File: src/rtl/uart_rx_pkg.sv
package uart_rx_pkg;
  localparam int DW = 8;

  typedef enum logic [2:0] {
    ST_IDLE, ST_START, ST_DATA, ST_PAR, ST_STOP, ST_WAIT_HI
  } rx_state_e;

  typedef struct packed {
    logic [DW-1:0] data;
    logic          pe;
    logic          fe;
    logic          bi;
  } rx_word_t;

  localparam int LSR_DR   = 0;
  localparam int LSR_OE   = 1;
  localparam int LSR_PE   = 2;
  localparam int LSR_FE   = 3;
  localparam int LSR_BI   = 4;
  localparam int LSR_THRE = 5;
  localparam int LSR_TEMT = 6;
  localparam int LSR_ERR  = 7;
endpackage

File: src/rtl/uart_rx_tick.sv
module uart_rx_tick #(
  parameter int DIV = 27
) (
  input  logic clk_i,
  input  logic rst_ni,
  output logic tick_o
);
  localparam int CW = (DIV > 1) ? $clog2(DIV) : 1;
  localparam logic [CW-1:0] LAST = CW'(DIV - 1);

  logic [CW-1:0] cnt_q;

  assign tick_o = (cnt_q == LAST);

  always_ff @(posedge clk_i or negedge rst_ni) begin
    if (!rst_ni)     cnt_q <= '0;
    else if (tick_o) cnt_q <= '0;
    else             cnt_q <= cnt_q + 1'b1;
  end
endmodule

File: src/rtl/uart_rx_sync.sv
module uart_rx_sync #(
  parameter int STAGES = 2
) (
  input  logic clk_i,
  input  logic rst_ni,
  input  logic d_i,
  output logic q_o
);
  logic [STAGES-1:0] st_q;

  for (genvar g = 0; g < STAGES; g++) begin : g_stage
    if (g == 0) begin : g_first
      always_ff @(posedge clk_i or negedge rst_ni) begin
        if (!rst_ni) st_q[0] <= 1'b1;
        else         st_q[0] <= d_i;
      end
    end else begin : g_next
      always_ff @(posedge clk_i or negedge rst_ni) begin
        if (!rst_ni) st_q[g] <= 1'b1;
        else         st_q[g] <= st_q[g-1];
      end
    end
  end

  assign q_o = st_q[STAGES-1];
endmodule

File: src/rtl/uart_rx_frame.sv
module uart_rx_frame import uart_rx_pkg::*; #(
  parameter int OSR = 16
) (
  input  logic     clk_i,
  input  logic     rst_ni,
  input  logic     tick_i,
  input  logic     rx_i,
  input  logic [1:0] wlen_i,
  input  logic     par_en_i,
  input  logic     par_even_i,
  input  logic     par_stick_i,
  output logic     done_o,
  output rx_word_t word_o
);
  localparam int CW = $clog2(OSR);
  localparam logic [CW-1:0] MID  = CW'(OSR / 2);
  localparam logic [CW-1:0] LAST = CW'(OSR - 1);

  rx_state_e     state_q;
  logic [CW-1:0] cnt_q;
  logic [2:0]    bidx_q;
  logic [DW-1:0] shreg_q;
  logic          any_hi_q;
  logic          par_bad_q;

  logic [2:0]    last_idx;
  logic [DW-1:0] data_al;
  logic          exp_par;
  logic          brk;

  assign last_idx = 3'd4 + {1'b0, wlen_i};
  assign data_al  = shreg_q >> (2'd3 - wlen_i);
  assign exp_par  = par_stick_i ? ~par_even_i
                                : (par_even_i ? ^data_al : ~^data_al);
  assign brk      = !rx_i && !any_hi_q;

  always_ff @(posedge clk_i or negedge rst_ni) begin
    if (!rst_ni) begin
      state_q   <= ST_IDLE;
      cnt_q     <= '0;
      bidx_q    <= '0;
      shreg_q   <= '0;
      any_hi_q  <= 1'b0;
      par_bad_q <= 1'b0;
      done_o    <= 1'b0;
      word_o    <= '0;
    end else begin
      done_o <= 1'b0;
      if (tick_i) begin
        unique case (state_q)
          ST_IDLE: if (!rx_i) begin
            state_q <= ST_START;
            cnt_q   <= CW'(1);
          end
          ST_START: begin
            if (rx_i) state_q <= ST_IDLE;          // glitch
            else if (cnt_q == MID) begin
              state_q   <= ST_DATA;
              cnt_q     <= '0;
              bidx_q    <= '0;
              shreg_q   <= '0;
              any_hi_q  <= 1'b0;
              par_bad_q <= 1'b0;
            end else cnt_q <= cnt_q + 1'b1;
          end
          ST_DATA: begin
            if (cnt_q == LAST) begin
              cnt_q    <= '0;
              shreg_q  <= {rx_i, shreg_q[DW-1:1]};
              any_hi_q <= any_hi_q | rx_i;
              if (bidx_q == last_idx) state_q <= par_en_i ? ST_PAR : ST_STOP;
              else                    bidx_q  <= bidx_q + 1'b1;
            end else cnt_q <= cnt_q + 1'b1;
          end
          ST_PAR: begin
            if (cnt_q == LAST) begin
              cnt_q     <= '0;
              any_hi_q  <= any_hi_q | rx_i;
              par_bad_q <= (rx_i != exp_par);
              state_q   <= ST_STOP;
            end else cnt_q <= cnt_q + 1'b1;
          end
          ST_STOP: begin
            if (cnt_q == LAST) begin
              cnt_q       <= '0;
              done_o      <= 1'b1;
              word_o.data <= data_al;
              word_o.bi   <= brk;
              word_o.fe   <= !rx_i && any_hi_q;
              word_o.pe   <= par_en_i && par_bad_q && !brk;
              state_q     <= rx_i ? ST_IDLE : ST_WAIT_HI;
            end else cnt_q <= cnt_q + 1'b1;
          end
          ST_WAIT_HI: if (rx_i) state_q <= ST_IDLE;
          default: state_q <= ST_IDLE;
        endcase
      end
    end
  end
endmodule

File: src/rtl/uart_rx_lsr.sv
module uart_rx_lsr import uart_rx_pkg::*; #(
  parameter int CLKS_PER_TICK = 27,
  parameter int OSR           = 16,
  parameter int SYNC_STAGES   = 2
) (
  input  logic          clk_i,
  input  logic          rst_ni,
  input  logic          rx_i,
  input  logic [1:0]    wlen_i,
  input  logic          par_en_i,
  input  logic          par_even_i,
  input  logic          par_stick_i,
  input  logic          tx_empty_i,
  input  logic          tx_hold_empty_i,
  input  logic          rd_data_i,
  input  logic          rd_lsr_i,
  output logic [DW-1:0] data_o,
  output logic [7:0]    lsr_o
);
  logic     tick;
  logic     rx_s;
  logic     word_done;
  rx_word_t word;

  uart_rx_tick #(.DIV(CLKS_PER_TICK)) u_tick (
    .clk_i(clk_i), .rst_ni(rst_ni), .tick_o(tick));

  uart_rx_sync #(.STAGES(SYNC_STAGES)) u_sync (
    .clk_i(clk_i), .rst_ni(rst_ni), .d_i(rx_i), .q_o(rx_s));

  uart_rx_frame #(.OSR(OSR)) u_frame (
    .clk_i(clk_i), .rst_ni(rst_ni), .tick_i(tick), .rx_i(rx_s),
    .wlen_i(wlen_i), .par_en_i(par_en_i), .par_even_i(par_even_i),
    .par_stick_i(par_stick_i), .done_o(word_done), .word_o(word));

  logic [DW-1:0] hold_q;
  logic dr_q, oe_q, pe_q, fe_q, bi_q, err_q;
  logic oe_set, err_set;

  assign oe_set  = word_done && dr_q && !rd_data_i;
  assign err_set = word_done && (word.pe || word.fe || word.bi);

  always_ff @(posedge clk_i or negedge rst_ni) begin
    if (!rst_ni) begin
      hold_q <= '0;
      dr_q <= 1'b0; oe_q <= 1'b0; pe_q <= 1'b0;
      fe_q <= 1'b0; bi_q <= 1'b0; err_q <= 1'b0;
    end else begin
      if (word_done) hold_q <= word.data;
      // set has priority over the read clear
      dr_q  <= word_done ? 1'b1 : (rd_data_i ? 1'b0 : dr_q);
      oe_q  <= oe_set                 ? 1'b1 : (rd_lsr_i ? 1'b0 : oe_q);
      pe_q  <= (word_done && word.pe) ? 1'b1 : (rd_lsr_i ? 1'b0 : pe_q);
      fe_q  <= (word_done && word.fe) ? 1'b1 : (rd_lsr_i ? 1'b0 : fe_q);
      bi_q  <= (word_done && word.bi) ? 1'b1 : (rd_lsr_i ? 1'b0 : bi_q);
      err_q <= err_set                ? 1'b1 : (rd_lsr_i ? 1'b0 : err_q);
    end
  end

  assign data_o = hold_q;
  always_comb begin
    lsr_o           = '0;
    lsr_o[LSR_DR]   = dr_q;
    lsr_o[LSR_OE]   = oe_q;
    lsr_o[LSR_PE]   = pe_q;
    lsr_o[LSR_FE]   = fe_q;
    lsr_o[LSR_BI]   = bi_q;
    lsr_o[LSR_THRE] = tx_hold_empty_i;
    lsr_o[LSR_TEMT] = tx_empty_i;
    lsr_o[LSR_ERR]  = err_q;
  end
endmodule

File: config.mk
export PLATFORM = sky130hd
export DESIGN_NAME = uart_rx_lsr
export DESIGN_NICKNAME = d
export VERILOG_FILES = /design/src/rtl/uart_rx_pkg.sv /design/src/rtl/uart_rx_tick.sv /design/src/rtl/uart_rx_sync.sv /design/src/rtl/uart_rx_frame.sv /design/src/rtl/uart_rx_lsr.sv
export SDC_FILE = /design/constraint.sdc
export NUM_CORES = 1
export LEC_CHECK = 0
export ABC_AREA = 1
export BUFFER_PORTS_ARGS = -buffer_cell sky130_fd_sc_hd__buf_2
export CAP_MARGIN = 40
export CORE_MARGIN = 10
export CORE_UTILIZATION = 40
export CTS_CLUSTER_DIAMETER = 120
export CTS_CLUSTER_SIZE = 20
export DETAILED_ROUTE_END_ITERATION = 8
export PLACE_DENSITY = 0.61
export REMOVE_ABC_BUFFERS = 1
export SLEW_MARGIN = 20
export SYNTH_ARGS = -nofsm -noshare
export SYNTH_HDL_FRONTEND = slang
export SYNTH_SLANG_ARGS = --single-unit
File: constraint.sdc
create_clock -name clk_i -period 1.8 [get_ports clk_i]
set_clock_uncertainty 0.15 [all_clocks]
set_input_delay 0.18 -clock clk_i [delete_from_list [all_inputs] [get_ports clk_i]]
set_output_delay 0.18 -clock clk_i [all_outputs]
set_load 0.02 [all_outputs]
Word-level counts from Yosys, hierarchy flattened
Cells that the tools add are included.
{"block": "totals", "inputBits": 12, "out_inout_bits": 16, "reg_bits": 53}
{"block": "op_classes", "shift": 1, "eq_ne": 21, "bitwise_logic": 2, "n_addsub": 5, "n_mux": 45, "n_reduce_logical": 38}
{"operator": "two-way mux 3 bit", "count": 14}
{"operator": "two-way mux 8 bit", "count": 3}
{"operator": "one-hot mux 3 bit (6 select lines)", "count": 1}
{"operator": "nonzero test 2 bit", "count": 9}
{"operator": "two-way mux 1 bit", "count": 17}
{"operator": "two-way mux 4 bit", "count": 4}
{"operator": "one-hot mux 8 bit (2 select lines)", "count": 1}
{"operator": "AND reduction 5 bit", "count": 3}
{"operator": "inequality test 2 x 1 -> 1 bit (second input constant)", "count": 6}
{"operator": "one-hot mux 4 bit (3 select lines)", "count": 1}
{"operator": "logical AND 1 bit", "count": 10}
{"operator": "equality test 4 bit (second input constant)", "count": 2}
{"operator": "inequality test 2 bit (second input constant)", "count": 4}
{"operator": "AND reduction 8 bit", "count": 1}
{"operator": "XNOR reduction 8 bit", "count": 1}
{"operator": "parity 8 bit", "count": 1}
{"operator": ">> shifter 8 x 2 -> 8 bit", "count": 1}
{"operator": "equality test 3 x 2 -> 1 bit (second input constant)", "count": 2}
{"operator": "equality test 3 bit (second input constant)", "count": 2}
{"operator": "one-hot mux 3 bit (2 select lines)", "count": 1}
{"operator": "AND reduction 6 bit", "count": 1}
{"operator": "adder 5 x 1 -> 5 bit (second input constant)", "count": 1}
{"operator": "equality test 5 bit (second input constant)", "count": 1}
{"operator": "two-way mux 5 bit", "count": 1}
{"operator": "19 further kinds", "count": 24}

Longest topological paths before layout
{"block": "logic_depth", "depth_word": 8, "ltp_mapped": 16, "depth_no_buf": 15}

By module
From an unflattened synthesis, not the netlist that was laid out.
{"block": "unflattened", "hier_cells": 380, "area_unflattened_um2": 2926.6}
{"mod": "uart_rx_frame", "cells_each": 280, "area_each_um2": 2019.4, "instances": 1}
{"mod": "uart_rx_lsr", "cells_each": 69, "area_each_um2": 609.3, "instances": 1}
{"mod": "uart_rx_tick", "cells_each": 29, "area_each_um2": 245.2, "instances": 1}
{"mod": "uart_rx_sync", "cells_each": 2, "area_each_um2": 52.6, "instances": 1}

Least setup slack after synthesis
No wires, ideal clock.
{"block": "synth_timing", "path_type": "reg2reg", "startpoint": "reg u_tick.cnt_q[0]", "endpoint": "reg u_frame.bidx_q[0]", "setup_ns": 0.118, "t_required_ns": 1.532, "stages_incl_launch_ff": 10, "arrival_time_ns": 1.513, "path_slack_ns": 0.020, "period_less_slack_ns": 1.780, "path_cell_list": "dfrtp_1 > inv_1 > ha_1 > nand2_1 > nor3_4 > nand2_1 > nor3_2 > nor2_1 > a21oi_1 > inv_1"}
{"block": "synth_between", "elab_chain_len": 2}
{"item": "from (decl)", "line_no": "uart_rx_tick.sv:11", "rtl": "logic [CW-1:0] cnt_q;"}
{"item": "from (signal assigned)", "line_no": "uart_rx_tick.sv:18", "rtl": "else cnt_q <= cnt_q + 1'b1;"}
{"item": "equality test 5 bit", "line_no": "uart_rx_tick.sv:13", "rtl": "assign tick_o = (cnt_q == LAST);"}
{"item": "AND reduction 6 bit (no line)"}
{"item": "to (signal assigned)", "line_no": "uart_rx_frame.sv:72", "rtl": "else bidx_q <= bidx_q + 1'b1;"}
{"item": "to (decl)", "line_no": "uart_rx_frame.sv:21", "rtl": "logic [2:0] bidx_q;"}
No other way between the ends.
A chain may end at the register's enable or synchronous reset.

Final worst setup path
Ends and elaborated chain as after synthesis.

==> results.yml <==
power_and_ir_drop:
  pwr-share-comb_pct: 6.3
  pwr-share-clk_pct: 34.7
  ir_drop_mv: 0.3868
  leakage_nw: 1.727
  powerDensity_nw_per_um2: 593.1
  p_sw_mw: 0.5105
  power_frac_seq_pct: 59.0
  intPower_mw: 1.523
  total_power_mw: 2.033
  power.share.switching_pct: 25.11
worst_hold_path:
  min_delay_path_depth: 5
  worstHoldPathType: "input port to flip-flop"
detailed_routing:
  vias: 2455
  drt-initial-drc-count: 128
  wl_per_cell_um: 11.71
  post-route-drc-count: 0
  routed_wl_um: 6041
  antenna_left: 0
  dr.pass1.iters: 5
  viasPerCell: 4.758
yosys:
  netlist_top_cells_area: "dfrtp_1 (44%), nand2_1 (15%), inv_1 (6.1%), nand3_1 (5.5%), o21ai_0 (4.7%)"
  synth_seq_cells: 53
  synth_edf_count: 0
  netlist_instances: 375
  netlist_top_cells_count: "nand2_1 (114), dfrtp_1 (51), inv_1 (47)"
  synth.most_common_cell: "nand2_1"
  ys_types: 36
  yosys.area.top_type: "dfrtp_1"
  synth_top_area_share_pct: 43.95
  async_flop_share_pct: 100.0
  syn_area_per_cell_um2: 7.744
  yosysSeqAreaShare_pct: 45.76
  yosys_warnings: 0
  synth_flop_cell: "dfrtp_1"
  syn_area_um2: 2904
worst_setup_path:
  rrSetupSlack_ns: -0.04
  arrival_ns: 1.89
  reg2reg_depth: 9
  start_kind: "flip-flop"
  critPathMaxFanout: 6
  endpoint_kind: "flip-flop"
  worstSetupPathType: "flip-flop to flip-flop"
  required_ns: 1.85
global_route:
  grt_pass1_vias: 2303
  overflow: 0
  track_usage_pct: 11.09
  grt_max_degree: 24
  grt_antenna_before_repair: 0
  grt_first_pass_wirelength_um: 10540
clock_network:
  cts_buffers: 5
  cts_tree: "done"
  cts.reportedPaths.clkPinSlew_ns: 0.11
  h-tree-depth: 2
  clock_path_buffers: 2
  cts-root-buf: "clkbuf_8"
  clk-insertion-delay-late_ns: 0.31
  cts.sinks: 53
finish:
  drive_above_1_share_pct: 21.34
  register_area_um2: 1329
  multi_input_area_um2: 1329
  nets: 433
  fillers: 732
  syn_to_final_growth_pct: 18.05
  fin_area_um2: 3428
  layout.cells.non_filler: 516
  antenna_cells: 0
job:
  drv_cap: 0
sta:
  finalWorstSetupSlack_ns: -0.03751
  setup_viol: 2
  holdWs_ns: 0.09896
  post-route-period-util_pct: 102.1
  fmax_ghz: 0.5442
  slew_viol_final: 0
  min_period_ns: 1.838
  rsz0062_at_grt: "yes"
  final_hold_viol_count: 0
  max_slew_margin_pct: 63.67
  tightest_slew_ns: 0.5450
die:
  start_util_pct: 40.69
  die_h_um: 105.2
  die_area_um2: 11070
  io_pins: 28
  coreArea_um2: 7137
  core.rowCount: 31
  die_w_um: 105.2
placed_design:
  place_inst: 501
  place_congestion: 0.8336
  portBuffers: 23
  place_area_um2: 3194
  place_hpwl_um: 4598
  pre_cts_slack_ns: -0.01116
status:
  failed_checks: "negative setup slack"
  status: "finished with violations"
-- critical path, stage by stage, from the launching register on --
cell     delay (ns)
dfrtp_1        0.39
inv_1          0.06
ha_2           0.16
nand2_2        0.06
nor3_4         0.20
nand2_1        0.20
nor3_4         0.28
nor2_1         0.07
a21oi_1        0.11
inv_1          0.05
-- layout make-up --
cell class | count | share of cell area [%]
clock buffer | 5 | 2.007
inverter | 52 | 5.766
clock inverter | 3 | 0.7299
multi-input combinational | 253 | 38.76
sequential | 53 | 38.76
timing repair buffer | 51 | 10.36
tap | 99 | 3.613
-- power by group through the flow --
stage	Sequential, mW	Combinational, mW	Clock, mW
detailed placement	1.22	0.122	0
global route	1.20	0.149	0.777
floorplan	1.22	0.0513	0
global placement	1.22	0.121	0
CTS	1.20	0.131	0.739
finish	1.20	0.128	0.706
-- placed cells by master (no fill, tap or decap), types with 3 or more instances in the layout --
cell and instances:
a21oi_1 8, buf_2 24, buf_4 19, clkbuf_8 5, dfrtp_1 51, dlygate4sd3_1 5
ha_1 3, inv_1 46, inv_2 5, nand2_1 111, nand2_2 4, nand3_1 31
nand3_2 3, nand4_1 4, nor2_1 17, nor2_2 4, nor3_1 3, o21ai_0 22
o21ai_1 7, o22ai_1 10, xor2_1 4
-- sequential cells by signal, summed over array words and instances (netlist names), 3 cells and up --
signal,count
data_o,8
u_frame.bidx_q,3
u_frame.cnt_q,4
u_frame.shreg_q,8
u_frame.state_q,3
u_frame.word_o,11
u_tick.cnt_q,5
-- what timing repair did --
| action | 4_1_cts | 5_1_grt |
|---|---|---|
| resized for setup | 2 | 23 |
| cloned | 0 | 1 |
| pin swaps | 1 | 2 |
| hold buffers | 5 | 0 |
| endpoints found under the hold margin | 27 | 0 |
| setup buffers | 0 | 1 |
| endpoints found under the setup margin | 2 | 31 |
-- stage by stage --
stage               setup TNS [ns]  utilization (%)
floorplan                        0                -
global placement                 0            44.76
detailed placement        -0.01116            44.76
CTS                              0            46.90
global route                -2.456            48.04
finish                    -0.04351            48.04
-- worst paths after layout --
path / startpoint / endpoint
setup / recovery: u_tick.cnt_q[0] / u_frame.bidx_q[0]
hold / removal: par_even_i / u_frame.par_bad_q
setup reg to reg: u_tick.cnt_q[0] / u_frame.bidx_q[0]
hold reg to reg: u_sync.st_q[0] / u_sync.q_o
max in group asynchronous: rst_ni / u_frame.word_o[10]
min in group asynchronous: rst_ni / u_frame.any_hi_q
-- kinds of logic (layout without fill, tap and decap cells) --
| family | Yosys count | in the layout | share of synthesized area (%) |
|---|---|---|---|
| flip-flops | 53 | 53 | 45.76 |
| XOR/XNOR | 5 | 5 | 1.508 |
| AND/OR/NAND/NOR | 190 | 190 | 29.56 |
| buffers and inverters | 69 | 111 | 10.90 |
| AO/OA/AOI/OAI | 53 | 53 | 10.13 |
| adder cells (fa/ha/maj) | 5 | 5 | 2.154 |
-- per-layer routing --
layer	global-route usage [%]	part of all wire, %
met1	13.93	47
met2	18.40	48
met3	2.518	3.8
met4	3.529	1.1
met5	0	0
No activity file was read; power rests on OpenSTA's default activity.
